==> config.mk <==
export PLATFORM = sky130hd
export DESIGN_NAME = prog_addr_ctr
export DESIGN_NICKNAME = d
export VERILOG_FILES = /design/src/rtl/pac_pkg.sv /design/src/rtl/pac_latch_bank.sv /design/src/rtl/pac_next_pc.sv /design/src/rtl/pac_rd_mux.sv /design/src/rtl/prog_addr_ctr.sv
export SDC_FILE = /design/constraint.sdc
export NUM_CORES = 1
export LEC_CHECK = 0
export ABC_AREA = 0
export BUFFER_PORTS_ARGS = -buffer_cell sky130_fd_sc_hd__buf_2
export CAP_MARGIN = 0
export CORE_UTILIZATION = 54
export CTS_CLUSTER_SIZE = 40
export DETAILED_ROUTE_END_ITERATION = 6
export PLACE_DENSITY = 0.82
export SYNTH_ARGS = -nofsm -noshare
export SYNTH_HDL_FRONTEND = slang
export SYNTH_HIERARCHICAL = 1
export SYNTH_SLANG_ARGS = --single-unit
==> constraint.sdc <==
create_clock -name clk -period 5.5 [get_ports clk]
set_input_delay 0.275 -clock clk [delete_from_list [all_inputs] [get_ports clk]]
set_output_delay 0.275 -clock clk [all_outputs]
set_load 0.01 [all_outputs]
==> src/rtl/pac_pkg.sv <==
// Shared types for the program address counter.
// Assumes a two-bit data-bus register select.
package pac_pkg;
    typedef enum logic [1:0] {
        SEL_LOW   = 2'd0,
        SEL_HIGH  = 2'd1,
        SEL_UPPER = 2'd2,
        SEL_NONE  = 2'd3
    } pac_sel_e;
endpackage

==> src/rtl/pac_latch_bank.sv <==
// Holding latches for the hidden counter bits.
// Bus writes load a latch directly. A capture strobe copies the counter's
// upper bits into both latches. Assumes write and capture never target the
// same latch in one cycle; if they do, the write wins.
module pac_latch_bank #(
    parameter int DATA_W = 8,
    parameter int UP_W   = 5
) (
    input  logic              clk,
    input  logic              rst_n,
    input  logic              wr_hi,
    input  logic              wr_up,
    input  logic [DATA_W-1:0] wr_data,
    input  logic              cap_en,
    input  logic [DATA_W-1:0] cap_hi,
    input  logic [UP_W-1:0]   cap_up,
    output logic [DATA_W-1:0] hi_q,
    output logic [UP_W-1:0]   up_q
);
    // High latch: bus write, else capture from the counter.
    always_ff @(posedge clk) begin
        if (!rst_n)      hi_q <= '0;
        else if (wr_hi)  hi_q <= wr_data;
        else if (cap_en) hi_q <= cap_hi;
    end

    // Upper latch: keeps only the low UP_W bits of a bus write.
    always_ff @(posedge clk) begin
        if (!rst_n)      up_q <= '0;
        else if (wr_up)  up_q <= wr_data[UP_W-1:0];
        else if (cap_en) up_q <= cap_up;
    end
endmodule

==> src/rtl/pac_next_pc.sv <==
// Next-value logic for the counter.
// Priority: direct load, then low-byte write with latch transfer, then
// advance by two. Every result has bit 0 cleared. Assumes ADDR_W > 2*DATA_W.
module pac_next_pc #(
    parameter int ADDR_W = 21,
    parameter int DATA_W = 8,
    parameter int UP_W   = ADDR_W - 2*DATA_W
) (
    input  logic [ADDR_W-1:0] pc_q,
    input  logic              ld_en,
    input  logic [ADDR_W-1:0] ld_addr,
    input  logic              low_wr,
    input  logic [DATA_W-1:0] wr_data,
    input  logic [DATA_W-1:0] hi_q,
    input  logic [UP_W-1:0]   up_q,
    input  logic              adv_en,
    output logic [ADDR_W-1:0] pc_d
);
    localparam logic [ADDR_W-1:0] EVEN_MASK = ~ADDR_W'(1);
    localparam logic [ADDR_W-1:0] STEP      = ADDR_W'(2);

    logic [ADDR_W-1:0] joined;

    // Counter value built from the latches and the written low byte.
    always_comb joined = {up_q, hi_q, wr_data};

    // Pick the next counter value in priority order.
    always_comb begin
        if (ld_en)       pc_d = ld_addr & EVEN_MASK;
        else if (low_wr) pc_d = joined & EVEN_MASK;
        else if (adv_en) pc_d = (pc_q + STEP) & EVEN_MASK;
        else             pc_d = pc_q;
    end
endmodule

==> src/rtl/pac_rd_mux.sv <==
// Read-data selection for the data-bus register port.
// Unselected or unused codes return zero. Assumes UP_W < DATA_W.
module pac_rd_mux
    import pac_pkg::*;
#(
    parameter int DATA_W = 8,
    parameter int UP_W   = 5
) (
    input  logic [1:0]        reg_sel,
    input  logic [DATA_W-1:0] pc_low,
    input  logic [DATA_W-1:0] hi_q,
    input  logic [UP_W-1:0]   up_q,
    output logic [DATA_W-1:0] rd_data
);
    pac_sel_e sel;

    // Decode the select code.
    always_comb sel = pac_sel_e'(reg_sel);

    // Drive the selected register value onto the read bus.
    always_comb begin
        unique case (sel)
            SEL_LOW:   rd_data = pc_low;
            SEL_HIGH:  rd_data = hi_q;
            SEL_UPPER: rd_data = {{(DATA_W-UP_W){1'b0}}, up_q};
            default:   rd_data = '0;
        endcase
    end
endmodule

==> src/rtl/prog_addr_ctr.sv <==
// Byte-addressed program counter with holding latches for its upper bits.
// The low byte is visible on the data bus. The upper bits are reached only
// through the latches: a low-byte write transfers the latches into the
// counter, and a low-byte read copies the counter back into the latches.
// Assumes the decoder asserts at most one of reg_wr and reg_rd per register
// access.
module prog_addr_ctr
    import pac_pkg::*;
#(
    parameter int ADDR_W = 21,
    parameter int DATA_W = 8
) (
    input  logic              clk,
    input  logic              rst_n,
    input  logic [1:0]        reg_sel,
    input  logic              reg_wr,
    input  logic              reg_rd,
    input  logic [DATA_W-1:0] wr_data,
    output logic [DATA_W-1:0] rd_data,
    input  logic              ld_en,
    input  logic [ADDR_W-1:0] ld_addr,
    input  logic              adv_en,
    output logic [ADDR_W-1:0] pc_out
);
    localparam int UP_W = ADDR_W - 2*DATA_W;

    logic [ADDR_W-1:0] pc_q;
    logic [ADDR_W-1:0] pc_d;
    logic [DATA_W-1:0] hi_q;
    logic [UP_W-1:0]   up_q;
    logic              low_wr, low_rd, hi_wr, up_wr;

    // Decode data-bus strobes per register.
    always_comb begin
        low_wr = reg_wr && (reg_sel == SEL_LOW);
        low_rd = reg_rd && (reg_sel == SEL_LOW);
        hi_wr  = reg_wr && (reg_sel == SEL_HIGH);
        up_wr  = reg_wr && (reg_sel == SEL_UPPER);
    end

    pac_latch_bank #(.DATA_W(DATA_W), .UP_W(UP_W)) u_latch (
        .clk     (clk),
        .rst_n   (rst_n),
        .wr_hi   (hi_wr),
        .wr_up   (up_wr),
        .wr_data (wr_data),
        .cap_en  (low_rd),
        .cap_hi  (pc_q[2*DATA_W-1:DATA_W]),
        .cap_up  (pc_q[ADDR_W-1:2*DATA_W]),
        .hi_q    (hi_q),
        .up_q    (up_q)
    );

    pac_next_pc #(.ADDR_W(ADDR_W), .DATA_W(DATA_W), .UP_W(UP_W)) u_next (
        .pc_q    (pc_q),
        .ld_en   (ld_en),
        .ld_addr (ld_addr),
        .low_wr  (low_wr),
        .wr_data (wr_data),
        .hi_q    (hi_q),
        .up_q    (up_q),
        .adv_en  (adv_en),
        .pc_d    (pc_d)
    );

    pac_rd_mux #(.DATA_W(DATA_W), .UP_W(UP_W)) u_rd (
        .reg_sel (reg_sel),
        .pc_low  (pc_q[DATA_W-1:0]),
        .hi_q    (hi_q),
        .up_q    (up_q),
        .rd_data (rd_data)
    );

    // Counter register.
    always_ff @(posedge clk) begin
        if (!rst_n) pc_q <= '0;
        else        pc_q <= pc_d;
    end

    always_comb pc_out = pc_q;
endmodule

==> flow_summary.yaml, run 1 <==
synthesis:
  synth_nets: 305
  synth.most_common_cell: "dfxtp_1"
  synth_top_flop_cell: "dfxtp_1"
  yosys.area.top_type: "dfxtp_1"
  seq_area_frac_synth_pct: 28.2
  synthArstFlopShare_pct: 0
  yosysTopAreaCellShare_pct: 28.2
  yosysWarnings: 6
  synth_common_cells: "dfxtp_1, nand2_1, mux2i_1"
  synth-seq-cells: 34
  synth_area_mm2: 0.00241
  synth_area_per_cell_um2: 9.03
  synthCells: 267
  synth_edf_count: 0
  yosysUniqueCellTypes: 44
  ys_top_cells_by_area: "dfxtp_1, mux2i_1, mux2_4"
detailed_routing:
  dr.first_iter.drc_count: 265
  ant_nets: 0
  vias_per_cell: 6.24
  route.vias.total: 2326
  routedWlPerCell_um: 17.5
  first_pass_iters: 5
  drc: 0
  wl_um: 6520
setup_path:
  crit_end: "pc_out[14]$_SDFF_PN0_"
  crit_type: "flip-flop to flip-flop"
  crit_fanout: 7
  critPathMaxStageDelay_ns: 0.93
  cp-startpoint: "pc_out[3]$_SDFF_PN0_"
  crit_arrival_ns: 2.61
  worst-r2r-setup-slack_ns: 3.08
  reg2regPathDepth: 5
  critPathRequiredTime_ns: 5.69
  setup.worst_path.end_class: "flip-flop"
  cpMaxStageDelayCell: "nor4_1"
  r2r-start: "pc_out[3]$_SDFF_PN0_"
  r2r_end: "pc_out[14]$_SDFF_PN0_"
  cp-start-kind: "flip-flop"
  crit_chain: "nand4_1, nor4_1, mux2i_1, nand2_1, and2_2"
floorplanning:
  fp.dieH_um: 68.8
  initial_utilization_pct: 58.2
  dieWidth_um: 68.8
  core_region_area_mm2: 0.00414
  die_area_mm2: 0.00474
  num_rows: 23
  io_pins: 66
clock_network:
  cts_max_level: 2
  insertion_delay_ns: 0.29
  cts_hold_buf: 0
  cts-root-buf: "clkbuf_8"
  cts_resized: 0
  cts_tree: "yes"
  clock_path_buffers: 2
  cts-buffers-inserted: 5
  clk_pin_slew_ns: 0.07
  cts.sink_count: 34
  post_cts_buffers: 0
global_routing:
  grt_pass1_vias: 2015
  antenna_found_initial: 0
  grt_overflow_total: 0
  grtUsageTotal_pct: 29.6
  grt_pass1_wl_um: 9980
  grt_max_degree: 41
pwr:
  clkPwrFrac_pct: 32.2
  sw_frac_of_total_pct: 29.3
  max-vdd-ir-drop_mv: 0.138
  pwr-share-seq_pct: 47.6
  p_int_mw: 0.424
  power_frac_comb_pct: 20.2
  power_density_mw_per_mm2: 216
  switchingPower_mw: 0.176
  p_leak_nw: 1.35
sta:
  relSlewSlack_pct: 17.0
  worstMarginPinSlew_ns: 1.24
  slew_violations: 0
  rsz0062_at_grt: "no"
  finClkSkew_ns: 0.00577
  setup_viol: 0
  period_share_pct: 43.9
  tns_ns: 0
  hold_viol: 0
  fin_crit_ns: 2.42
  setup_ws_ns: 3.08
  fmax_mhz: 414
placed_design:
  port_buffers: 64
  gp_congestion: 0.811
  dp_slack_ns: 3.18
  dp_hpwl_um: 4410
min_path:
  hp-class: "primary input to flip-flop"
final_layout:
  nNetsFinal: 360
  layout-drive-gt1-share_pct: 33.7
  syn_to_final_growth_pct: 15.2
  num_antenna_cells: 0
outcome:
  status: "completed"
run:
  max-cap-violations: 0
-- per-layer routing --
layer	up-vias	track usage, %	share of wire (%)
li1	1090	-	-
met1	1072	40.1	45
met2	139	45.1	43
met3	25	5.92	8.9
met4	0	13.5	2.9
met5	-	0	0
-- metrics by stage --
stage	total power, mW	std cells	cell area (µm²)	hold WS (ns)	utilization [%]
after floorplan	0.368	267	2410	0.408	-
after global placement	0.407	365	2690	0.587	64.8
after detailed placement	0.410	365	2690	0.598	64.8
after CTS	0.604	373	2780	0.293	67.0
after global routing	0.629	373	2780	0.318	67.0
final	0.600	373	2780	0.300	67.0
-- worst max-delay path: cells and delay by family (launching register included) --
| kind | cells | cell delay (ns) |
|---|---|---|
| simple gates | 4 | 1.48 |
| mux | 1 | 0.31 |
| flops | 1 | 0.51 |
-- power groups by stage --
| stage | registers, mW | clock network [mW] | logic, mW |
|---|---|---|---|
| floorplan | 0.288 | 0 | 0.0800 |
| global placement | 0.290 | 0 | 0.117 |
| detailed placement | 0.291 | 0 | 0.120 |
| CTS | 0.285 | 0.198 | 0.121 |
| global route | 0.287 | 0.209 | 0.133 |
| finish | 0.286 | 0.193 | 0.121 |
-- layout make-up --
cell class	count	area [µm²]
Sequential cell	34	681
Clock buffer	7	86.3
Inverter	4	15.0
Tap cell	50	62.6
Timing Repair Buffer	66	335
Clock inverter	1	5.00
Fill cell	355	1370
Multi-Input combinational cell	211	1590
-- how the worst min path moves through the flow --
stage               startpoint                           end  slack (ns)  depth (start not counted)
floorplan                rst_n  u_latch/hi_q[3]$_SDFFE_PN0P_        0.41                          1
global placement    ld_addr[1]          pc_out[1]$_SDFF_PN0_        0.59                          4
detailed placement  ld_addr[1]          pc_out[1]$_SDFF_PN0_        0.60                          4
CTS                 ld_addr[1]          pc_out[1]$_SDFF_PN0_        0.29                          4
global route        ld_addr[4]          pc_out[4]$_SDFF_PN0_        0.32                          4
finish              ld_addr[5]          pc_out[5]$_SDFF_PN0_        0.30                          4
-- layout by cell type, fill, tap and decap left out, drive strengths merged, types with 2 or more instances in the layout --
master	n
nor2	8
nand4	7
and2	28
clkbuf	7
o2bb2ai	5
xnor2	6
nor3	8
mux2i	22
nor3b	10
buf	66
o211a	13
a21oi	3
a22oi	6
nor4	5
or4	4
o21ai	6
and3b	2
dfxtp	34
inv	4
a221oi	2
mux2	13
nand3	6
and4	2
nor2b	3
nand2	26
a222oi	5
nand2b	13
-- cells by family after synthesis --
group	after synthesis	share of synthesized area, %
compound gates	44	15.0
mux	35	16.8
buf+inv	22	6.17
fa+ha+maj	1	0.519
xor+xnor	6	2.18
flops	34	28.2
simple gates	125	31.1
-- flip-flops by register name, indices dropped and copies added (netlist names) --
name / flops
pc_out: 21
u_latch/hi_q: 8
u_latch/up_q: 5
No activity file was read; power rests on OpenSTA's default activity.
==> inputs of run 2 (changes only) <==
CORE_UTILIZATION = 48   (was 54)
PLACE_DENSITY = 0.77   (was 0.82)
clock period = 2.1 ns   (was 5.5 ns; I/O delays follow)
==> run 2 against run 1 <==
Against the previous run: sequential power grew to 2.6 times the previous value; global-route usage down 1.5 points; highest routed layer unchanged; combinational power increased to 2.9 times the previous value; fmax grew 20%; utilization decreased by 6.4 points; setup slack got worse by 3.0 ns; final cell count increased by 7.5%.
==> flow_summary.yaml, run 2 (synthesis results as in run 1) <==
placed_design:
  dpl.cell_count: 395
  port_buffers: 64
  gp_congestion: 0.945
  dp_hpwl_um: 5000
floorplanning:
  die_area_mm2: 0.00531
  fp.dieH_um: 72.9
  core_region_area_mm2: 0.00479
  dieWidth_um: 72.9
  num_rows: 25
  io_pins: 66
  initial_utilization_pct: 50.4
detailed_routing:
  ant_nets: 0
  drt-met1-wl_um: 3180
  routed-wl-met2_um: 3140
  highest_layer: "met4"
  first_pass_iters: 7
  wl_met3_um: 562
  wl_um: 7020
  route.vias.total: 2410
  routedWlPerCell_um: 17.5
  vias_per_cell: 6.01
  dr.first_iter.drc_count: 251
  drc: 0
sta:
  worst_hold_slack_ns: 0.127
  fin_crit_ns: 2.02
  rsz0062_at_grt: "no"
  worstMarginPinSlew_ns: 0.599
  relSlewSlack_pct: 60.1
  period_share_pct: 96.1
  tns_ns: 0
  hold_viol: 0
  finClkSkew_ns: 0.00537
  setup_viol: 0
  slew_violations: 0
  fmax_mhz: 495
final_layout:
  final_common_cell: "buf_2"
  utilization_pct: 60.6
  final_cell_mix: "buf_2, dfxtp_1, nand2_1, mux2i_1"
  nNetsFinal: 373
  fillerInstances: 410
  num_antenna_cells: 0
  multiInputGateArea_mm2: 0.00160
  largest_reg_flops: 21
  final_cells: 401
  layout-drive-gt1-share_pct: 36.8
  seqCellArea_um2: 682
  syn_to_final_growth_pct: 20.2
clock_network:
  cts_tree: "yes"
  clock_path_buffers: 2
  cts_max_level: 2
  cts-buffers-inserted: 5
  cts-root-buf: "clkbuf_8"
  cts.sink_count: 34
  insertion_delay_ns: 0.30
  clk_pin_slew_ns: 0.07
  cts_hold_buf: 0
run:
  max-cap-violations: 0
global_routing:
  grt_pass1_wl_um: 11300
  antenna_found_initial: 0
  grt_pass1_vias: 2185
  grtUsageTotal_pct: 28.2
  grt_max_degree: 35
  grt_overflow_total: 0
setup_path:
  critPathMaxStageDelay_ns: 0.64
  crit_arrival_ns: 2.26
  reg2regPathDepth: 6
  worst-r2r-setup-slack_ns: 0.08
  r2r_end: "pc_out[11]$_SDFF_PN0_"
  r2r-start: "pc_out[2]$_SDFF_PN0_"
  cp-startpoint: "pc_out[2]$_SDFF_PN0_"
  crit_fanout: 4
  crit_type: "flip-flop to flip-flop"
  crit_end: "pc_out[11]$_SDFF_PN0_"
  setup.worst_path.end_class: "flip-flop"
  cpMaxStageDelayCell: "or4_2"
  critPathRequiredTime_ns: 2.34
  cp-start-kind: "flip-flop"
  crit_chain: "ha_2, nand4_4, or4_2, or4_1, nand3_1, and2_1"
pwr:
  power_density_mw_per_mm2: 550
  max-vdd-ir-drop_mv: 0.394
  p_leak_nw: 1.41
outcome:
  status: "completed"
min_path:
  hp-class: "primary input to flip-flop"
  hold_depth: 4
==> run 2: changes by cell type in the layout (fill, tap and decap cells not counted) <==
cell and delta:
clkbuf_1 -1, ha_2 +1, clkinv_2 -1, nand4_4 +1, nand4_2 -1, dfxtp_1 -1
buf_4 +13, dfxtp_2 +1, ha_1 -1
==> run 2: worst min path at each step <==
stage	from	to	slack, ns
after global routing	ld_addr[3]	pc_out[3]$_SDFF_PN0_	0.16
after floorplan	rst_n	u_latch/hi_q[3]$_SDFFE_PN0P_	0.24
after CTS	ld_addr[4]	pc_out[4]$_SDFF_PN0_	0.12
final	ld_addr[1]	pc_out[1]$_SDFF_PN0_	0.13
after detailed placement	ld_addr[1]	pc_out[1]$_SDFF_PN0_	0.43
after global placement	ld_addr[1]	pc_out[1]$_SDFF_PN0_	0.42
==> run 2: final cells by class <==
type / instances / area share (%)
clock buffer: 6 / 2.85
inverter: 4 / 0.518
multi-input combinational: 211 / 55.3
sequential: 34 / 23.5
tap: 67 / 2.89
timing repair buffer: 79 / 14.9
==> run 2: metrics by stage <==
| step | worst slack [ns] | total power, mW | instance area (µm²) |
|---|---|---|---|
| floorplan | 0.00420 | 0.965 | 2410 |
| global placement | 0.134 | 1.09 | 2810 |
| detailed placement | 0.0740 | 1.10 | 2810 |
| global route | 0.00684 | 1.67 | 2900 |
| CTS | 0.0601 | 1.59 | 2890 |
| finish | 0.0812 | 1.60 | 2900 |
==> run 2: worst max-delay path: cells and delay by family (launching register included) <==
kind,cells,cell delay (ns)
adders and majority gates,1,0.23
DFF,1,0.34
and+or+nand+nor,5,1.40
==> run 2: metal layers <==
metal  vias to the layer above  GRT usage, %
li1                       1112             -
met1                      1157          39.0
met2                       123          42.9
met3                        18          6.49
met4                         0          10.0
met5                         -             0
==> run 2: timing repair <==
| item | 4_1_cts | 5_1_grt |
|---|---|---|
| buffers inserted | 0 | 0 |
| resized for setup | 0 | 1 |
| endpoints found under the setup margin | 0 | 1 |
==> run 2: power breakdown <==
part / internal, mW / leakage, nW / total (mW) / switching (mW)
clock: 0.253 / 0.0431 / 0.505 / 0.252
sequential: 0.686 / 0.280 / 0.737 / 0.0509
combinational: 0.175 / 1.09 / 0.354 / 0.178
==> inputs of run 3 (changes only) <==
REMOVE_ABC_BUFFERS = 1   (was default)
==> run 3 against run 2 <==
Against the previous run: critical path type unchanged; utilization is 0.68 points higher; final cell count rose by 1.5%; routed wire length decreased by 3.4%; critical path depth up 1; register-to-register slack hardly changed; sequential power down 0.8%; clock-buffer cell count is 1 lower; clock power decreased by 7.1%; setup slack worse by 0.0065 ns.
==> flow_summary.yaml, run 3 (synthesis results as in run 1) <==
pwr:
  max-vdd-ir-drop_mv: 0.404
  p_leak_nw: 1.44
  power_density_mw_per_mm2: 533
min_path:
  hp-class: "primary input to flip-flop"
  holdCritStartpoint: "ld_addr[7]"
detailed_routing:
  route.vias.total: 2353
  routedWlPerCell_um: 16.7
  ant_nets: 0
  dr.first_iter.drc_count: 244
  wl_um: 6780
  drc: 0
  vias_per_cell: 5.78
  first_pass_iters: 7
clock_network:
  cts_hold_buf: 0
  cts_resized: 0
  cts_max_level: 2
  clk_pin_slew_ns: 0.07
  post_cts_buffers: 0
  cts_tree: "yes"
  cts-buffers-inserted: 5
  insertion_delay_ns: 0.29
  cts-root-buf: "clkbuf_8"
  cts.sink_count: 34
  clock_path_buffers: 2
global_routing:
  antenna_found_initial: 0
  grt_pass1_wl_um: 11000
  grt_max_degree: 35
  grt_overflow_total: 0
  grtUsageTotal_pct: 27.4
  grt_pass1_vias: 2172
sta:
  setup_ws_ns: 0.0748
  period_share_pct: 96.4
  relSlewSlack_pct: 63.2
  worstMarginPinSlew_ns: 0.552
  slew_violations: 0
  hold_viol: 0
  worst_hold_slack_ns: 0.142
  fmax_mhz: 494
  finClkSkew_ns: 0.00822
  setup_viol: 0
  rsz0062_at_grt: "no"
  fin_crit_ns: 2.03
final_layout:
  largest_reg_flops: 21
  num_antenna_cells: 0
  final_cell_mix: "buf_2, dfxtp_1, nand2_1, mux2i_1, buf_4"
  fillerInstances: 454
  layout-drive-gt1-share_pct: 37.6
  nNetsFinal: 378
  final_common_cell: "buf_2"
  syn_to_final_growth_pct: 21.6
placed_design:
  port_buffers: 64
  dp_hpwl_um: 4880
  gp_congestion: 0.867
  dp_slack_ns: 0.120
setup_path:
  crit_type: "flip-flop to flip-flop"
  crit_chain: "buf_4, nand4_1, nor4_1, buf_4, mux2i_1, nand2_1, and2_2"
  setup.worst_path.end_class: "flip-flop"
  path_common_cell: "buf_4"
  cp-start-kind: "flip-flop"
  cp_top_family: "simple AND/OR/NAND/NOR gates"
  worst-path-buf-inv: 2
  r2r-start: "pc_out[3]$_SDFF_PN0_"
  cp-startpoint: "pc_out[3]$_SDFF_PN0_"
  critPathRequiredTime_ns: 2.28
  crit_fanout: 6
  crit_arrival_ns: 2.20
  critPathMaxStageDelay_ns: 0.45
  cpMaxStageDelayCell: "nor4_1"
floorplanning:
  die_area_mm2: 0.00531
  dieWidth_um: 72.9
  fp.dieH_um: 72.9
  num_rows: 25
  initial_utilization_pct: 50.4
  io_pins: 66
  core_region_area_mm2: 0.00479
outcome:
  status: "completed"
run:
  max-cap-violations: 0
==> run 3: cell types whose count changed in the layout (fill, tap and decap cells not counted), sizes merged <==
cell,change
buf,+5
clkbuf,-1
clkinv,+2
==> run 3: layout make-up <==
type	instances	area (µm²)	area share, %
inverters	4	15.0	0.512
multi-input cells	211	1600	54.7
repair buffers	84	470	16.0
clock buffers	5	68.8	2.35
well taps	67	83.8	2.86
clock inverters	2	10.0	0.341
flip-flops and latches	34	681	23.2
==> run 3: tightest hold or removal path, stage by stage <==
cell     delay, ns
buf_2         0.08
nand2_1       0.04
o31ai_1       0.05
and2_2        0.12
==> run 3: per-layer routing <==
| layer | vias to the layer above | share of wire [%] | global-route usage, % |
|---|---|---|---|
| met3 | 12 | 7.9 | 4.97 |
| li1 | 1135 | - | - |
| met2 | 124 | 46 | 43.3 |
| met1 | 1082 | 45 | 38.4 |
| met5 | - | 0 | 0 |
| met4 | 0 | 1.2 | 7.19 |
==> run 3: power by group <==
part / internal [mW] / total, mW / switching, mW
sequential: 0.686 / 0.731 / 0.0453
clock: 0.223 / 0.469 / 0.246
combinational: 0.182 / 0.362 / 0.180
==> run 3: final timing paths <==
kind | to | slack (ns) | depth (start not counted)
max | pc_out[18]$_SDFF_PN0_ | 0.07 | 7
min | pc_out[7]$_SDFF_PN0_ | 0.14 | 4
max reg2reg | pc_out[18]$_SDFF_PN0_ | 0.07 | 7
min reg2reg | pc_out[9]$_SDFF_PN0_ | 0.63 | 3
==> run 3: stage by stage <==
stage | cells | TNS [ns] | utilization [%] | cell area (µm²) | total power, mW
CTS | 407 | 0 | 61.0 | 2920 | 1.57
detailed placement | 400 | 0 | 59.4 | 2840 | 1.10
finish | 407 | 0 | 61.3 | 2930 | 1.56
global placement | 400 | 0 | 59.4 | 2840 | 1.09
global route | 407 | 0 | 61.3 | 2930 | 1.64
floorplan | 249 | -8.56 | - | 2280 | 0.929
